File: src/rtl/fts_pkg.sv
package fts_pkg;
  localparam int BLK_W     = 64;
  localparam int BLK_BYTES = BLK_W / 8;
  localparam int CNT_W     = 8;

  typedef enum logic [1:0] {
    K_IDLE = 2'd0,
    K_DATA = 2'd1,
    K_SEP  = 2'd2,
    K_CC   = 2'd3
  } blk_kind_e;

  localparam logic [1:0] SH_DATA = 2'b01;
  localparam logic [1:0] SH_CTRL = 2'b10;
  localparam logic [7:0] TY_IDLE = 8'h1E;
  localparam logic [7:0] TY_SEP  = 8'hB4;
  localparam logic [7:0] TY_CC   = 8'h55;

  // Byte count of a partial closing beat; a full beat reports zero.
  function automatic logic [CNT_W-1:0] tail_bytes(input logic [BLK_BYTES-1:0] keep);
    logic [CNT_W-1:0] n;
    n = '0;
    if (!(&keep)) begin
      for (int i = 0; i < BLK_BYTES; i++) n = n + CNT_W'(keep[i]);
    end
    return n;
  endfunction
endpackage

File: src/rtl/fts_pause_timer.sv
module fts_pause_timer #(
  parameter int PERIOD = 32
) (
  input  logic clk,
  input  logic rst,
  output logic pause_now
);
  localparam int CW = (PERIOD > 1) ? $clog2(PERIOD) : 1;
  localparam logic [CW-1:0] LAST = CW'(PERIOD - 1);

  logic [CW-1:0] cnt;

  always_ff @(posedge clk) begin
    if (rst)              cnt <= '0;
    else if (cnt == LAST) cnt <= '0;
    else                  cnt <= cnt + 1'b1;
  end

  assign pause_now = (cnt == LAST);
endmodule

File: src/rtl/fts_cc_scheduler.sv
module fts_cc_scheduler #(
  parameter int PERIOD = 4992,
  parameter int BURST  = 8
) (
  input  logic clk,
  input  logic rst,
  input  logic hold,
  output logic busy,
  output logic emit
);
  localparam int CW = $clog2(PERIOD);
  localparam int LW = $clog2(BURST + 1);
  localparam logic [CW-1:0] LAST = CW'(PERIOD - 1);

  logic [CW-1:0] tick;
  logic [LW-1:0] left;
  logic          due;

  assign due  = (tick == LAST);
  assign busy = (left != '0);
  assign emit = busy && !hold;

  always_ff @(posedge clk) begin
    if (rst)      tick <= '0;
    else if (due) tick <= '0;
    else          tick <= tick + 1'b1;
  end

  always_ff @(posedge clk) begin
    if (rst)       left <= '0;
    else if (due)  left <= LW'(BURST);
    else if (emit) left <= left - 1'b1;
  end
endmodule

File: src/rtl/fts_block_former.sv
module fts_block_former
  import fts_pkg::*;
(
  input  logic                 clk,
  input  logic                 rst,
  input  logic                 nxt_vld,
  input  blk_kind_e            nxt_kind,
  input  logic [BLK_W-1:0]     beat,
  input  logic [BLK_BYTES-1:0] keep,
  input  logic                 beat_last,
  input  logic [CNT_W-1:0]     sep_cnt,
  output logic                 o_valid,
  output logic [1:0]           o_hdr,
  output blk_kind_e            o_kind,
  output logic [BLK_W-1:0]     o_data
);
  localparam int PAD_W = BLK_W - 8;
  localparam int SEP_PAD_W = BLK_W - CNT_W - 8;

  logic [BLK_W-1:0] masked;
  logic [BLK_W-1:0] word;
  logic [1:0]       hdr;

  generate
    for (genvar b = 0; b < BLK_BYTES; b++) begin : g_mask
      assign masked[8*b +: 8] = (!beat_last || keep[b]) ? beat[8*b +: 8] : 8'h00;
    end
  endgenerate

  always_comb begin
    hdr  = SH_CTRL;
    word = {{PAD_W{1'b0}}, TY_IDLE};
    unique case (nxt_kind)
      K_DATA: begin
        hdr  = SH_DATA;
        word = masked;
      end
      K_SEP:  word = {{SEP_PAD_W{1'b0}}, sep_cnt, TY_SEP};
      K_CC:   word = {{PAD_W{1'b0}}, TY_CC};
      default: word = {{PAD_W{1'b0}}, TY_IDLE};
    endcase
  end

  always_ff @(posedge clk) begin
    if (rst) begin
      o_valid <= 1'b1;
      o_hdr   <= SH_CTRL;
      o_kind  <= K_IDLE;
      o_data  <= {{PAD_W{1'b0}}, TY_IDLE};
    end else begin
      o_valid <= nxt_vld;
      o_hdr   <= hdr;
      o_kind  <= nxt_kind;
      o_data  <= word;
    end
  end
endmodule

File: src/rtl/frame_tx_scheduler.sv
module frame_tx_scheduler
  import fts_pkg::*;
#(
  parameter int PAUSE_PERIOD = 32,
  parameter int CC_PERIOD    = 4992,
  parameter int CC_BURST     = 8
) (
  input  logic                 clk,
  input  logic                 rst,
  input  logic [BLK_W-1:0]     s_tdata,
  input  logic [BLK_BYTES-1:0] s_tkeep,
  input  logic                 s_tvalid,
  input  logic                 s_tlast,
  output logic                 s_tready,
  output logic                 o_valid,
  output logic [1:0]           o_hdr,
  output logic [1:0]           o_kind,
  output logic [BLK_W-1:0]     o_data
);
  logic             pause_now;
  logic             cc_busy;
  logic             cc_emit;
  logic             sep_pend;
  logic [CNT_W-1:0] sep_cnt;
  logic             fire;
  logic             nxt_vld;
  blk_kind_e        nxt_kind;
  blk_kind_e        kind_q;

  fts_pause_timer #(.PERIOD(PAUSE_PERIOD)) u_pause (
    .clk       (clk),
    .rst       (rst),
    .pause_now (pause_now)
  );

  fts_cc_scheduler #(.PERIOD(CC_PERIOD), .BURST(CC_BURST)) u_cc (
    .clk  (clk),
    .rst  (rst),
    .hold (pause_now || sep_pend),
    .busy (cc_busy),
    .emit (cc_emit)
  );

  assign s_tready = !pause_now && !sep_pend && !cc_busy;
  assign fire     = s_tvalid && s_tready;

  // Frame close: the separator goes out on the next non-pause cycle.
  always_ff @(posedge clk) begin
    if (rst) begin
      sep_pend <= 1'b0;
      sep_cnt  <= '0;
    end else if (fire && s_tlast) begin
      sep_pend <= 1'b1;
      sep_cnt  <= tail_bytes(s_tkeep);
    end else if (sep_pend && !pause_now) begin
      sep_pend <= 1'b0;
    end
  end

  // Slot priority: pause, separator, compensation, user beat, idle.
  always_comb begin
    nxt_vld  = 1'b1;
    nxt_kind = K_IDLE;
    if (pause_now)     nxt_vld  = 1'b0;
    else if (sep_pend) nxt_kind = K_SEP;
    else if (cc_emit)  nxt_kind = K_CC;
    else if (fire)     nxt_kind = K_DATA;
  end

  fts_block_former u_form (
    .clk       (clk),
    .rst       (rst),
    .nxt_vld   (nxt_vld),
    .nxt_kind  (nxt_kind),
    .beat      (s_tdata),
    .keep      (s_tkeep),
    .beat_last (s_tlast),
    .sep_cnt   (sep_cnt),
    .o_valid   (o_valid),
    .o_hdr     (o_hdr),
    .o_kind    (kind_q),
    .o_data    (o_data)
  );

  assign o_kind = kind_q;
endmodule

File: config.mk
export PLATFORM = sky130hd
export DESIGN_NAME = frame_tx_scheduler
export DESIGN_NICKNAME = d
export VERILOG_FILES = /design/src/rtl/fts_pkg.sv /design/src/rtl/fts_pause_timer.sv /design/src/rtl/fts_cc_scheduler.sv /design/src/rtl/fts_block_former.sv /design/src/rtl/frame_tx_scheduler.sv
export SDC_FILE = /design/constraint.sdc
export NUM_CORES = 1
export LEC_CHECK = 0
export ABC_AREA = 1
export ABC_CLOCK_PERIOD_IN_PS = 2700
export BUFFER_PORTS_ARGS = -buffer_cell sky130_fd_sc_hd__buf_4
export CAP_MARGIN = 20
export CORE_MARGIN = 10
export CORE_UTILIZATION = 43
export CTS_CLUSTER_DIAMETER = 150
export DETAILED_ROUTE_END_ITERATION = 10
export PLACE_DENSITY_LB_ADDON = 0.3
export SYNTH_ARGS = -nofsm -noshare
export SYNTH_HDL_FRONTEND = slang
export SYNTH_SLANG_ARGS = --single-unit
File: constraint.sdc
create_clock -name clk -period 2.7 [get_ports clk]
set_clock_uncertainty 0.05 [all_clocks]
set_input_delay 0.27 -clock clk [delete_from_list [all_inputs] [get_ports clk]]
set_output_delay 0.27 -clock clk [all_outputs]
set_load 0.01 [all_outputs]
# --- Yosys cells after proc, flatten, opt, wreduce, memory -nomap -nowiden ---
# Cells that the tools add are included.
word_totals:
  ff_bits: 100
  latchBits: 0
  ramBits: 0
  romBits: 0
  output_inout_bits: 70
  elab_cells: 71
  mem_count: 0
op_classes:
  addsub: 10
  n_mul: 0
  div_mod_pow: 0
  magnitude_cmp: 0
  eq_ne: 5
  n_shift: 0
  mux: 20
  bitwise: 0
  reduce_logical: 26
op_table:
  columns: ["op", "count"]
  rows:
  - ["64-bit one-hot mux with 3 select lines", 1]
  - ["8-bit two-way mux", 9]
  - ["13-bit by 1-bit adder with 13-bit output, second input constant", 1]
  - ["13-bit == test, second input constant", 1]
  - ["1-bit logical OR", 9]
  - ["7-bit by 1-bit adder with 8-bit output", 1]
  - ["2-bit two-way mux", 4]
  - ["4-bit two-way mux", 2]
  - ["8-bit AND reduction", 1]
  - ["6-bit by 1-bit adder with 7-bit output", 1]
  - ["5-bit by 1-bit adder with 6-bit output", 1]
  - ["1-bit logical AND", 6]
  - ["4-bit by 1-bit adder with 5-bit output", 1]
  - ["5-bit by 1-bit adder with 5-bit output, second input constant", 1]
  - ["5-bit == test, second input constant", 1]
  - ["1-bit zero test", 5]
  - ["3-bit by 1-bit adder with 4-bit output", 1]
  - ["2-bit == test, second input constant", 2]
  - ["1-bit two-way mux", 4]
  - ["2-bit nonzero test", 2]
  - ["4-bit nonzero test", 1]
  - ["2-bit OR reduction", 2]
  - ["4-bit by 1-bit subtractor with 4-bit output, second input constant", 1]
  - ["2-bit by 1-bit adder with 3-bit output", 1]
  - ["2 further kinds", 2]

# --- Logic depth before layout (Yosys ltp) ---
depth:
  depth_word: 11
  depth_mapped: 13
  ltp_nobuf: 13

# --- Cells and area by module ---
# A second synthesis with hierarchy kept.
hier_totals:
  cells_unflattened: 434
  hier_area_um2: 3646.0
modules_own_cells:
  columns: ["mod", "instances", "cells_each", "area_each_um2", "seq_area_each_um2"]
  rows:
  - ["fts_block_former", 1, 231, 2093.3, 1381.3]
  - ["fts_cc_scheduler", 1, 111, 872.1, 340.3]
  - ["frame_tx_scheduler", 1, 69, 478.0, 100.1]
  - ["fts_pause_timer", 1, 23, 202.7, 100.1]

# --- Least setup slack after synthesis ---
# Ideal clock, no wire load.
synth_timing:
  path_type: "input-to-reg"
  start: "in s_tkeep[0]"
  end: "reg sep_cnt[2]"
  setup_time_ns: 0.114
  t_arrival_ns: 2.709
  required_time_ns: 2.536
  path_slack_ns: -0.173
  cell_stages: 10
  n_path_buf: 0
  cell_sequence: "inv_1 > fa_1 > fa_1 > fa_1 > inv_1 > ha_1 > fa_1 > xor2_1 > a21oi_1 > nor2_1"
synth_between:
  elab_chain_len: 8
synth_rtl:
  columns: ["item", "line", "text"]
  rows:
  - ["start: declaration", "frame_tx_scheduler.sv:11", "input logic [BLK_BYTES-1:0] s_tkeep,"]
  - ["1-bit by 1-bit adder with 2-bit output", "fts_pkg.sv:24", "for (int i = 0; i < BLK_BYTES; i++) n = n + CNT_W'(keep[i]);"]
  - ["2-bit by 1-bit adder with 3-bit output", "fts_pkg.sv:24", null]
  - ["3-bit by 1-bit adder with 4-bit output", "fts_pkg.sv:24", null]
  - ["4-bit by 1-bit adder with 5-bit output", "fts_pkg.sv:24", null]
  - ["5-bit by 1-bit adder with 6-bit output", "fts_pkg.sv:24", null]
  - ["6-bit by 1-bit adder with 7-bit output", "fts_pkg.sv:24", null]
  - ["7-bit by 1-bit adder with 8-bit output", "fts_pkg.sv:24", null]
  - ["8-bit two-way mux (*)", "fts_pkg.sv:23", "if (!(&keep)) begin"]
  - ["end signal: assignment", "frame_tx_scheduler.sv:54", "sep_cnt <= tail_bytes(s_tkeep);"]
  - ["end: declaration", "frame_tx_scheduler.sv:24", "logic [CNT_W-1:0] sep_cnt;"]
# Every way passes the cells marked *; elsewhere a longest branch is shown, timed or not.
# A chain may end at the register's enable or synchronous reset.

# --- Worst setup path after layout ---
layout_timing:
  start: "in s_tkeep[3]"
  end: "reg sep_cnt[2]"
layout_between:
  elab_chain_len: 6
layout_rtl:
  columns: ["item", "line"]
  rows:
  - ["3-bit by 1-bit adder with 4-bit output", "fts_pkg.sv:24"]
  - ["4-bit by 1-bit adder with 5-bit output", "fts_pkg.sv:24"]
  - ["5-bit by 1-bit adder with 6-bit output", "fts_pkg.sv:24"]
  - ["6-bit by 1-bit adder with 7-bit output", "fts_pkg.sv:24"]
  - ["7-bit by 1-bit adder with 8-bit output", "fts_pkg.sv:24"]
  - ["8-bit two-way mux (*)", "fts_pkg.sv:23"]
# Marked as above.

==> metrics.yaml <==
critical_path:
  required_ns: 2.90
  critical_path.top_delay_family: "adder cells"
  critical_path.startpoint_type: "input port"
  crit_chain: "buf_4, inv_8, fa_1, fa_1, fa_1, inv_1, ha_2, fa_2, xor2_1, a21oi_1, nor2_1"
  cp-end-kind: "flip-flop"
  crit_buf_inv: 3
  crit_type: "input port to flip-flop"
  cp_slowest_cell: "fa_1"
  cpPeakStageDelay_ns: 0.57
  path_max_fanout: 2
  cpMostUsedCell: "fa_1"
  crit_arrival_ns: 2.81
  rrSetupSlack_ns: 0.51
yosys:
  yosysSeqAreaShare: 0.547
  ys_ff_latch: 96
  avgSynthCellArea_um2: 8.06
  syn_area_um2: 3510
  yosysWarnings: 0
  synthCells: 436
  syn_nets: 524
  synth_cell_types: 22
power_and_ir_drop:
  p_leak_nw: 2.31
  vdd_drop_max_v: 0.000430
  total_power_mw: 4.13
  p_per_area_nw_per_um2: 829
routing:
  vias_per_cell: 4.73
  num_vias: 3290
  drt-initial-drc-count: 201
  drc: 0
  wl_mm: 10.0
  postRouteAntennaNets: 0
  drt_pass1_iterations: 5
  wl_per_cell_um: 14.4
sta:
  hold_viol_final: 0
  max_freq_mhz: 383
  slew_viol_final: 0
  whs_ns: 0.0543
  grt_setup_unrepaired: "no"
  max_slew_margin: 0.594
  tns_ns: 0
  fin_crit_sh: 0.966
  worstMarginPinSlew_ns: 0.605
  setup-violations-final: 0
  fin_crit_ns: 2.61
  setup_slack_ns: 0.0921
placed_design:
  gp_congestion: 0.875
  place_ws_ns: -0.275
  place_inst: 680
  dpl.hpwl_mm: 7.88
  port_buffers: 145
global_route:
  grt_use_total: 0.158
  antenna_found_initial: 0
  grt_overflow: 0
  grt_pass1_wl_mm: 15.9
  grt_max_degree: 41
  grt_pass1_vias: 3168
layout:
  nNetsFinal: 677
  fin_cells: 696
  drive_above_1_share: 0.305
  syn2layout_area_growth_pct: 42.0
  fillers: 670
  n_antenna_cell: 0
clock_tree:
  cts_made_buffers: 9
  cts_resized: 0
  clockRootBuffer: "clkbuf_8"
  clock_latency_ns: 0.35
  clockBufferDepth: 2
  holdBufCountCts: 0
  h-tree-depth: 3
  cts_setup_buffers: 0
  cts_num_sinks: 96
  cts_tree: "done"
  clk_pin_slew_ns: 0.09
run:
  maxCapViolations: 0
floorplan:
  fp.dieArea_um2: 12200
  fp.dieW_um: 110
  placementRows: 32
  coreArea_um2: 7850
  num_io_pins: 146
  die_h_um: 110
  initial_core_util: 0.448
run_status:
  outcome: "finished clean"
hold_path:
  hp-class: "input port to flip-flop"
## where the power goes
group	total, mW	internal [mW]	switching (mW)
combinational	1.29	0.519	0.774
clock	1.15	0.646	0.502
sequential	1.69	1.62	0.0714
total	4.13	2.79	1.35
## per-stage QoR
step | util | area [µm²]
after floorplan | - | 3530
after detailed placement | 0.604 | 4740
final | 0.636 | 4990
after global routing | 0.636 | 4990
after CTS | 0.636 | 4990
after global placement | 0.604 | 4740
## layout make-up
type / count / area (µm²) / share of cell area
tap: 102 / 128 / 0.0256
inverter: 48 / 188 / 0.0376
multi-input combinational: 284 / 1370 / 0.275
sequential: 96 / 1920 / 0.385
clock inverter: 6 / 115 / 0.0231
clock buffer: 10 / 138 / 0.0276
timing repair buffer: 150 / 1130 / 0.226
## cells in the final DEF, fill, tap and decap left out, types with 5 or more instances in the layout
master    instances
clkbuf_8         10
a21oi_1          23
inv_1            43
buf_4           150
xor2_1            6
o21ai_1           5
nor2_1           90
nand2_1         103
nand4_1           6
ha_1              7
dfxtp_1          96
nand3_1          25
## final timing paths
path | from | endpoint | depth (start not counted)
worst max-delay path | s_tkeep[3] | sep_cnt[2]$_SDFFE_PP0P_ | 11
worst min register to register | u_cc.tick[0]$_SDFF_PP0_ | u_cc.tick[0]$_SDFF_PP0_ | 1
worst max register to register | u_pause.cnt[0]$_SDFF_PP0_ | u_form.o_data[49]$_SDFF_PP0_ | 11
worst min-delay path | s_tdata[2] | u_form.o_data[2]$_SDFF_PP1_ | 3
## layer usage
metal | up-vias | share of wire | wire, µm | global-route usage
met5 | - | 0 | 0 | 0
met4 | 0 | 0.017 | 168 | 0.0518
met3 | 14 | 0.058 | 576 | 0.0432
met2 | 110 | 0.50 | 4960 | 0.269
met1 | 1509 | 0.43 | 4300 | 0.186
li1 | 1657 | - | - | -
## flip-flops by register name (all words and copies together) (netlist names)
signal,count
u_form.o_data,64
u_form.o_kind,2
u_form.o_valid,1
u_pause.cnt,5
sep_cnt,4
u_form.o_hdr,2
u_cc.left,4
sep_pend,1
u_cc.tick,13
## cells in the mapped netlist
master,instances,share of area
dfxtp_1,96,0.55
o21ai_2,1,0.0025
nand4_1,6,0.011
nor3b_2,1,0.0036
o21ai_0,3,0.0043
buf_4,3,0.0064
inv_2,3,0.0032
nand3_1,25,0.036
nor3_1,3,0.0043
or2_2,1,0.0018
a21oi_1,24,0.034
o21ai_1,5,0.0071
inv_1,45,0.048
nand3_2,2,0.0057
xor2_1,6,0.015
nor3_4,1,0.0046
fa_1,4,0.023
ha_1,8,0.028
nand2_2,1,0.0018
nor2_1,90,0.096
nand2_1,103,0.11
buf_2,5,0.0071
## kinds of logic after synthesis
family / after synthesis / share of synthesized area
simple gates: 233 / 0.274
xor+xnor: 6 / 0.0150
buf+inv: 56 / 0.0648
flops: 96 / 0.547
fa+ha+maj: 12 / 0.0513
compound gates: 33 / 0.0481
## worst min-delay path: stages
cell     delay [ns]
buf_4          0.08
nand2_1        0.04
nand2_1        0.04
(Power assumes the default switching activity.)
